==> src/rtl/shf_pkg.sv <==
package shf_pkg;
    parameter int SHF_CNT_W = 6;

    typedef enum logic [1:0] {
        MODE_HALF     = 2'b00,
        MODE_WORD     = 2'b01,
        MODE_DUAL     = 2'b10,
        MODE_DUAL_ALT = 2'b11
    } shf_mode_e;

    typedef struct packed {
        logic                 left;
        logic [SHF_CNT_W-1:0] mag;
    } shf_amt_t;
endpackage

==> src/rtl/shf_amt_dec.sv <==
module shf_amt_dec
    import shf_pkg::*;
#(
    parameter int IMM_W    = 5,
    parameter int IMM_BIAS = 16
) (
    input  logic                 imm_sel_i,
    input  logic [IMM_W-1:0]     imm_i,
    input  logic [SHF_CNT_W-1:0] count_i,
    output shf_amt_t             amt_o
);
    localparam int LOW_W = $clog2(IMM_BIAS);

    always_comb begin
        if (imm_sel_i) begin
            amt_o.left = (imm_i > IMM_W'(IMM_BIAS));
            if (amt_o.left)
                amt_o.mag = SHF_CNT_W'(IMM_BIAS - int'(imm_i[LOW_W-1:0]));
            else
                amt_o.mag = SHF_CNT_W'(imm_i);
        end else begin
            amt_o.left = ($signed(count_i) > 0);
            if (amt_o.left)
                amt_o.mag = count_i;
            else
                amt_o.mag = SHF_CNT_W'(-count_i);
        end
    end
endmodule

==> src/rtl/shf_lane.sv <==
module shf_lane
    import shf_pkg::*;
#(
    parameter int W = 16
) (
    input  logic [W-1:0] opnd_i,
    input  shf_amt_t     amt_i,
    input  logic         sat_i,
    output logic [W-1:0] res_o,
    output logic         ovf_o
);
    localparam logic [W-1:0] POS_MAX = {1'b0, {(W-1){1'b1}}};
    localparam logic [W-1:0] NEG_MAX = {1'b1, {(W-1){1'b0}}};

    logic [W-1:0] shl_d;
    logic [W-1:0] shr_d;

    always_comb begin
        shl_d = opnd_i << amt_i.mag;
        shr_d = $signed(opnd_i) >>> amt_i.mag;
        ovf_o = amt_i.left && (shl_d[W-1] != opnd_i[W-1]);
        if (!amt_i.left)
            res_o = shr_d;
        else if (ovf_o && sat_i)
            res_o = opnd_i[W-1] ? NEG_MAX : POS_MAX;
        else
            res_o = shl_d;
    end


    always_comb begin
        if (sat_i && ovf_o)
            sat_sign_chk: assert (res_o[W-1] == opnd_i[W-1]);
    end
endmodule

==> src/rtl/shift_ovf_unit.sv <==
module shift_ovf_unit
    import shf_pkg::*;
#(
    parameter int HALF_W = 16,
    parameter int IMM_W  = 5
) (
    input  logic                   clk,
    input  logic                   rst_n,
    input  logic                   valid_i,
    input  logic [1:0]             width_sel_i,
    input  logic                   half_sel_i,
    input  logic                   imm_sel_i,
    input  logic [IMM_W-1:0]       imm_i,
    input  logic [SHF_CNT_W-1:0]   count_i,
    input  logic                   sat_i,
    input  logic                   sticky_clr_i,
    input  logic [2*HALF_W-1:0]    operand_i,
    output logic [2*HALF_W-1:0]    result_o,
    output logic                   ovf_o,
    output logic                   ovf_sticky_o
);
    localparam int WORD_W = 2 * HALF_W;
    localparam int LANES  = WORD_W / HALF_W;

    typedef struct packed {
        logic [WORD_W-1:0] res;
        logic              ovf;
        logic              sticky;
    } st_t;

    shf_amt_t  amt;
    shf_mode_e mode;
    logic      sat_eff;
    st_t       st_d, st_q;

    logic [HALF_W-1:0] lane_in  [LANES];
    logic [HALF_W-1:0] lane_res [LANES];
    logic [LANES-1:0]  lane_ovf;
    logic [WORD_W-1:0] word_res;
    logic              word_ovf;
    logic [WORD_W-1:0] res_now;
    logic              ovf_now;

    assign mode    = shf_mode_e'(width_sel_i);
    assign sat_eff = sat_i & ~imm_sel_i;

    shf_amt_dec #(.IMM_W(IMM_W), .IMM_BIAS(HALF_W)) u_dec (
        .imm_sel_i (imm_sel_i),
        .imm_i     (imm_i),
        .count_i   (count_i),
        .amt_o     (amt)
    );

    for (genvar g = 0; g < LANES; g++) begin : g_lane
        if (g == 0) begin : g_sel
            assign lane_in[g] = (mode == MODE_HALF && half_sel_i)
                              ? operand_i[WORD_W-1 -: HALF_W]
                              : operand_i[HALF_W-1:0];
        end else begin : g_fix
            assign lane_in[g] = operand_i[g*HALF_W +: HALF_W];
        end
        shf_lane #(.W(HALF_W)) u_lane (
            .opnd_i (lane_in[g]),
            .amt_i  (amt),
            .sat_i  (sat_eff),
            .res_o  (lane_res[g]),
            .ovf_o  (lane_ovf[g])
        );
    end

    shf_lane #(.W(WORD_W)) u_word (
        .opnd_i (operand_i),
        .amt_i  (amt),
        .sat_i  (sat_eff),
        .res_o  (word_res),
        .ovf_o  (word_ovf)
    );

    always_comb begin
        res_now = '0;
        ovf_now = 1'b0;
        case (mode)
            MODE_HALF: begin
                res_now = {{(WORD_W-HALF_W){1'b0}}, lane_res[0]};
                ovf_now = lane_ovf[0];
            end
            MODE_WORD: begin
                res_now = word_res;
                ovf_now = word_ovf;
            end
            default: begin
                for (int i = 0; i < LANES; i++)
                    res_now[i*HALF_W +: HALF_W] = lane_res[i];
                ovf_now = |lane_ovf;
            end
        endcase

        st_d = st_q;
        if (valid_i) begin
            st_d.res = res_now;
            st_d.ovf = ovf_now;
        end
        st_d.sticky = (st_q.sticky & ~sticky_clr_i) | (valid_i & ovf_now);
    end

    always_ff @(posedge clk or negedge rst_n) begin
        if (!rst_n) st_q <= '0;
        else        st_q <= st_d;
    end

    assign result_o     = st_q.res;
    assign ovf_o        = st_q.ovf;
    assign ovf_sticky_o = st_q.sticky;


    sticky_hold_chk: assert property (@(posedge clk) disable iff (!rst_n)
        ovf_sticky_o && !sticky_clr_i |=> ovf_sticky_o);

    sticky_set_chk: assert property (@(posedge clk) disable iff (!rst_n)
        valid_i && ovf_now |=> ovf_o && ovf_sticky_o);

    right_no_ovf_chk: assert property (@(posedge clk) disable iff (!rst_n)
        valid_i && !amt.left |=> !ovf_o);

    hold_chk: assert property (@(posedge clk) disable iff (!rst_n)
        !valid_i |=> $stable(result_o) && $stable(ovf_o));

    half_upper_chk: assert property (@(posedge clk) disable iff (!rst_n)
        valid_i && mode == MODE_HALF |=> result_o[WORD_W-1:HALF_W] == '0);
endmodule

==> config.mk <==
export PLATFORM = sky130hd
export DESIGN_NAME = shift_ovf_unit
export DESIGN_NICKNAME = d
export VERILOG_FILES = /design/src/rtl/shf_pkg.sv /design/src/rtl/shf_amt_dec.sv /design/src/rtl/shf_lane.sv /design/src/rtl/shift_ovf_unit.sv
export SDC_FILE = /design/constraint.sdc
export NUM_CORES = 1
export LEC_CHECK = 0
export BUFFER_PORTS_ARGS = -buffer_cell sky130_fd_sc_hd__clkbuf_2
export CAP_MARGIN = 20
export CORE_MARGIN = 2
export CORE_UTILIZATION = 60
export DETAILED_ROUTE_END_ITERATION = 8
export GPL_ROUTABILITY_DRIVEN = 0
export PLACE_DENSITY_LB_ADDON = 0.1
export SYNTH_ARGS = -nofsm -noshare
export SYNTH_HDL_FRONTEND = slang
export SYNTH_HIERARCHICAL = 1
export SYNTH_SLANG_ARGS = --single-unit
==> constraint.sdc <==
create_clock -name clk -period 1.05 [get_ports clk]
set_clock_uncertainty 0.2 [all_clocks]
set_input_delay 0.21 -clock clk [delete_from_list [all_inputs] [get_ports clk]]
set_output_delay 0.21 -clock clk [all_outputs]
set_load 0.01 [all_outputs]
==> results of run 1 <==
## stage by stage
stage	TNS (ns)	area, um2	worst slack, ns	hold slack (ns)
2_1_floorplan	-75.30	10200	-2.30	-0.286
3_3_place_gp	-87.53	13500	-2.73	-0.120
3_5_place_dp	-91.04	13500	-2.80	-0.120
4_1_cts	-80.61	14400	-2.34	0.137
## logic make-up after synthesis
logic type	Yosys count
flip-flops	34
adder cells (fa/ha/maj)	2
buffers and inverters	145
AO/OA/AOI/OAI	394
multiplexers	259
XOR/XNOR	4
AND/OR/NAND/NOR	414
## routing by layer
metal | overflow | track usage [%]
met4 | 0 | 61.1
met2 | 1 | 85.7
met5 | 0 | 8.89
met1 | 0 | 63.4
met3 | 0 | 34.3
## synthesized netlist by cell type (all sizes together), types with 30 or more instances
cell type / number / area (um2)
a31oi: 30 / 188
nand3: 36 / 185
a22oi: 33 / 253
mux2: 62 / 713
nor2: 126 / 483
buf: 60 / 415
mux4: 63 / 1430
clkbuf: 57 / 218
a21oi: 96 / 526
mux2i: 134 / 1340
o21ai: 55 / 275
nand2: 112 / 423
dfrtp: 34 / 851
## timing repair
item	4_1_cts
cloned	4
hold endpoints to repair	35
buffers inserted	32
pin swaps	35
gates resized for setup	100
hold buffers	2
endpoints found under the setup margin	68
==> flow_summary.ini, run 1 <==
[status]
status = aborted with a tool error
lastStage = global routing (5_1_grt)
error = [ERROR GRT-0232] Routing congestion too high. Check the congestion heatmap in the GUI.

[logic_synthesis]
synth_compound_area_share_pct = 28.3
synth.ff_latch_count = 34
seq_area_frac_synth_pct = 8.51
avgSynthCellArea_um2 = 7.99
synth_cell_types = 100
netlist_instances = 1252
synth-simple-area-share_pct = 20.3
synthFlopType = dfrtp_1
synth_nets = 1306
synth_warnings = 6
ys_async_sr_fraction_pct = 100
synth_adder_area_share_pct = 0.250
synthXorXnorAreaFrac_pct = 0.350
netlist_area_um2 = 10000
synth_edf_count = 0
synth_mux_area_share_pct = 34.9
synth_top_family_by_area = multiplexers

[global_route]
track_usage_pct = 61.6
overflow = 1
grt_max_degree = 35

[floorplan]
io_pins = 86
fp.dieW_um = 133
die_h_um = 133
rows = 47
initial_core_util_pct = 60.9

[placement]
port_buffers = 85
dp_hpwl_um = 33700
dp.cells = 1835

[clocking]
clock-sinks = 34
cts_buffer_depth = 2
root_buffer = clkbuf_16
ctsHtreeMaxLevel = 2
numCtsBuffers = 5
==> run 2, diff against run 1 <==
- CORE_UTILIZATION: 60 -> 40
- PLACE_DENSITY_LB_ADDON: 0.1 -> 0.15
==> flow_summary.ini, run 2 <==
[logic_synthesis]
seq_area_frac_synth_pct = 8.51
synth_warnings = 6
synthFlopType = dfrtp_1
synth.top_cell.area_share_pct = 13.5
ys_async_sr_fraction_pct = 100
synth_edf_count = 0
netlist_area_um2 = 10000
synth_cell_types = 100
synth.ff_latch_count = 34
synth_most_common_cell = mux2i_1
yosys-top-cells-count = mux2i_1, nor2_1, nand2_1
avgSynthCellArea_um2 = 7.99
synthTopCellsByArea = mux4_2, mux2i_1, dfrtp_1
synth_nets = 1306
netlist_instances = 1252
synth_top_area_cell = mux4_2

[cells_and_area]
fillCellCount = 2202
final_cell_mix = buf_4, mux2i_1, nor2_1, nand2_1, clkbuf_2
fin_nets = 1734
largest_register_ffs = 32
diodes = 0
layout-drive-gt1-share_pct = 48.3
flow.area_growth_from_synthesis_pct = 48.7
final_common_cell = buf_4

[timing]
slew_headroom_pct = 53.9
fin_tns_setup_ns = -84.03
period_share_pct = 330
slew_viol_final = 0
whs_ns = 0.154
fin_crit_ns = 3.46
report.final.hold_viol_count = 0
setup_viol = 68
worst_slack_ns = -2.41
max_freq_mhz = 289
tightestPinTransition_ns = 0.690
rsz0062_at_grt = true

[detailed_routing]
drcViolationCount = 0
wl_um = 45400
viasPerCell = 6.33
dr.pass1.iters = 6
wl_per_cell_um = 22.6
via_count = 12699
ant_nets = 0
drt-initial-drc-count = 1567

[worst_setup_path]
r2r_end = result_o[26]
crit_path_max_fanout = 6
startpoint = imm_i[1]
arrival_ns = 3.46
critical_path_class = input port to register
cp.required_ns = 1.05
reg2regPathDepth = 3
start_kind = input port
reg2reg_slack_ns = 0.04
r2r-start = result_o[26]
cp-end-kind = register

[power]
p_int_mw = 8.77
leakagePower_nw = 6.48
power.density_nw_per_um2 = 1090
clkPwrFrac_pct = 9.0
switchingPower_mw = 7.51
comb_power_share_pct = 80.6
netSwitchingFraction_pct = 46.1
seqPwrFrac_pct = 10.4
ir_worst_vdd_mv = 0.734

[placement]
port_buffers = 85
dp_hpwl_um = 35400

[clocking]
cts_tree = yes
cts_buffer_depth = 2
root_buffer = clkbuf_16
numCtsBuffers = 5
clkLatencyLatePin_ns = 0.27
clkTransAtPathRegs_ns = 0.05
ctsHtreeMaxLevel = 2
clock-sinks = 34

[min_path]
holdCritStartpoint = valid_i
min_path_type = input port to register
min_path_cells = 3
worstHoldEndpoint = ovf_o

[floorplan]
rows = 57
io_pins = 86
die_area_um2 = 26300
die_h_um = 162
core_area_um2 = 24500
fp.dieW_um = 162
initial_core_util_pct = 40.9

[global_route]
grt_max_degree = 35
track_usage_pct = 33.4
grt_pass1_wl_um = 69200
overflow = 0
grt_antenna_before_repair = 0
grt_pass1_vias = 12418

[status]
status = finished, violations left
failed_checks = setup timing

[flow_run]
max-cap-violations = 0
[run 2: power by group through the flow]
stage	sequential (mW)	clock (mW)	combinational, mW
floorplan	1.80	0	6.40
global placement	1.72	0	11.6
detailed placement	1.72	0	11.7
CTS	1.70	1.49	12.2
global route	1.71	1.57	13.8
finish	1.70	1.47	13.1
[run 2: worst max-delay path: stages]
cell       delay [ns]
clkbuf_16        0.13
inv_12           0.04
ha_4             0.11
or3b_4           0.40
nand4b_1         0.11
nor4b_4          0.21
buf_6            0.18
buf_12           0.14
mux4_2           0.50
nand2b_4         0.19
a311oi_4         0.41
nor2_4           0.11
buf_12           0.15
clkbuf_16        0.15
a22oi_1          0.17
nand2_1          0.09
a31oi_1          0.16
[run 2: worst max path at each step]
| stage | to | slack, ns | depth (start not counted) |
|---|---|---|---|
| after floorplan | ovf_o | -2.30 | 14 |
| after global placement | result_o[17] | -2.79 | 17 |
| after detailed placement | result_o[17] | -2.84 | 17 |
| after CTS | ovf_o | -2.36 | 18 |
| after global routing | result_o[26] | -2.53 | 19 |
| final | result_o[5] | -2.41 | 17 |
[run 2: kinds of logic (layout without fill, tap and decap cells)]
logic type	after synthesis	count (layout)	synth area share, %
compound gates	394	394	28.3
mux	259	259	34.9
xor+xnor	4	4	0.350
buf+inv	145	574	7.38
simple gates	414	414	20.3
fa+ha+maj	2	2	0.250
flops	34	34	8.51
[run 2: metal layers]
metal | part of all wire (%) | routed length (um) | GRT usage [%] | vias to the layer above
li1 | - | - | - | 5716
met1 | 38 | 17400 | 40.6 | 6091
met2 | 49 | 22100 | 58.6 | 701
met3 | 6.7 | 3040 | 3.27 | 191
met4 | 6.3 | 2880 | 17.4 | 0
met5 | 0 | 0 | 0 | -
[run 2: area by class of cell]
type	count	area, um2	share of cell area, %
clock buffer	7	143	0.960
multi-input combinational	1073	9080	61.1
clock inverter	1	5.00	0.0337
inverter	28	128	0.859
timing repair buffer	538	4250	28.6
tap	324	405	2.73
sequential	34	851	5.72
[run 2: stage by stage]
stage | std cells | setup slack, ns | instance area (um2) | power (mW) | util [%]
finish | 2005 | -2.41 | 14900 | 16.3 | 60.8
global route | 2005 | -2.53 | 14900 | 17.1 | 60.8
CTS | 1982 | -2.36 | 14300 | 15.4 | 58.7
detailed placement | 1956 | -2.84 | 13700 | 13.4 | 56.0
global placement | 1956 | -2.79 | 13700 | 13.3 | 56.0
floorplan | 1252 | -2.30 | 10200 | 8.20 | -
[run 2: repair_timing]
item / CTS / global route
hold buffers: 2 / 0
pin swaps: 22 / 45
setup buffers: 14 / 21
setup endpoints to repair: 68 / 68
cloned: 3 / 2
gates resized for setup: 75 / 68
endpoints found under the hold margin: 35 / 0
(Power assumes the default switching activity.)
==> run 3, diff against run 2 <==
- clock period: 1.05 -> 4.1 ns (I/O delays scaled with it)
==> flow_summary.ini, run 3 (synthesis results as in run 2) <==
[power]
power.density_nw_per_um2 = 288
leakagePower_nw = 5.87
ir_worst_vdd_mv = 0.182
fin_total_pwr_mw = 3.95

[timing]
whs_ns = 0.319
slew_viol_final = 0
fin_crit_ns = 4.16
max_freq_mhz = 241
period_share_pct = 101
slew_headroom_pct = 39.5
setup_viol = 7
worst_slack_ns = -0.0559
report.final.hold_viol_count = 0
rsz0062_at_grt = true
tightestPinTransition_ns = 0.907

[worst_setup_path]
max_stage_delay_ns = 0.52
cp.required_ns = 4.06
cp-end-kind = register
critical_path_class = input port to register
cp_top_family = simple AND/OR/NAND/NOR gates
cp_common_cell = buf_4
crit_path_max_fanout = 6
arrival_ns = 4.11
crit_chain = buf_6 -> inv_4 -> ha_4 -> or3b_4 -> nand4b_1 -> nor4b_4 -> buf_4 -> inv_2 -> mux4_2 -> a32oi_4 -> a311oi_4 -> nor2_4 -> buf_4 -> a21oi_2 -> a22oi_1 -> a21oi_1
cp_slowest_cell = mux4_2
reg2reg_slack_ns = 3.21
cp_num_buf_inv = 5
start_kind = input port

[status]
failed_checks = setup timing
status = finished, violations left

[clocking]
root_buffer = clkbuf_16
cts_buffer_depth = 2
clkLatencyLatePin_ns = 0.28
cts_tree = yes
clock-sinks = 34
cts_hold_buf = 0
numCtsBuffers = 5
ctsHtreeMaxLevel = 2
clkTransAtPathRegs_ns = 0.06

[floorplan]
rows = 57
core_area_um2 = 24500
die_h_um = 162
die_area_um2 = 26300
initial_core_util_pct = 40.9
io_pins = 86
fp.dieW_um = 162

[detailed_routing]
ant_nets = 0
viasPerCell = 6.41
wl_per_cell_um = 23.2
wl_um = 44000
drcViolationCount = 0
drt-initial-drc-count = 1278
dr.pass1.iters = 6
via_count = 12173

[placement]
dp_hpwl_um = 34000
pre_cts_ws_ns = -0.492
place_area_um2 = 12900
port_buffers = 85

[cells_and_area]
register_area_um2 = 851
fin_area_um2 = 13700
flow.area_growth_from_synthesis_pct = 37.1
layout-drive-gt1-share_pct = 42.7
final_common_cell = buf_4
final_core_util_pct = 56.0
largest_register_ffs = 32
final_cell_mix = buf_4, mux2i_1, nor2_1, nand2_1, clkbuf_2
fillCellCount = 2324
diodes = 0
fin_nets = 1627
multi_input_area_um2 = 8880

[global_route]
overflow = 0
grt_antenna_before_repair = 0
track_usage_pct = 32.3
grt_max_degree = 41
grt_pass1_wl_um = 66700
grt_pass1_vias = 11673

[min_path]
min_path_type = register to register

[flow_run]
max-cap-violations = 0
[run 3: per-layer routing]
metal	global-route usage, %	wire, um
met1	40.7	17600
met2	55.6	21200
met3	2.81	2770
met4	15.8	2490
met5	0	0
[run 3: layout make-up]
class | count | area share [%]
multi-input cells | 1073 | 64.8
repair buffers | 431 | 24.1
flip-flops and latches | 34 | 6.21
well taps | 324 | 2.96
clock buffers | 6 | 1.01
inverters | 28 | 0.803
clock inverters | 2 | 0.0913
[run 3: worst paths after layout]
path,start,end,cells past startpoint
setup / recovery,imm_i[0],result_o[22],16
hold / removal,result_o[16],result_o[16],2
setup reg to reg,result_o[5],result_o[5],2
hold reg to reg,result_o[16],result_o[16],2
max in group asynchronous,rst_n,result_o[4],1
min in group asynchronous,rst_n,result_o[18],1
[run 3: repair_timing]
item,CTS,global route
pin swaps,5,33
resized for setup,25,71
setup endpoints to repair,27,33
cloned,1,0
buffers inserted,14,8
[run 3: through the flow]
step	instances	TNS, ns
after floorplan	1252	0
after global placement	1867	-9.47
after detailed placement	1868	-11.12
after CTS	1890	-0.00677
after global routing	1898	-3.28
final	1898	-0.185
[run 3: worst min-delay path, cell delays in order, from the launching register on]
cell and delay, ns:
dfrtp_1 0.34, nor2_1 0.04, a21oi_1 0.10
[run 3: power by group]
group / internal [mW] / switching (mW)
sequential: 0.395 / 0.0369
clock: 0.240 / 0.147
combinational: 1.46 / 1.67
total: 2.09 / 1.86
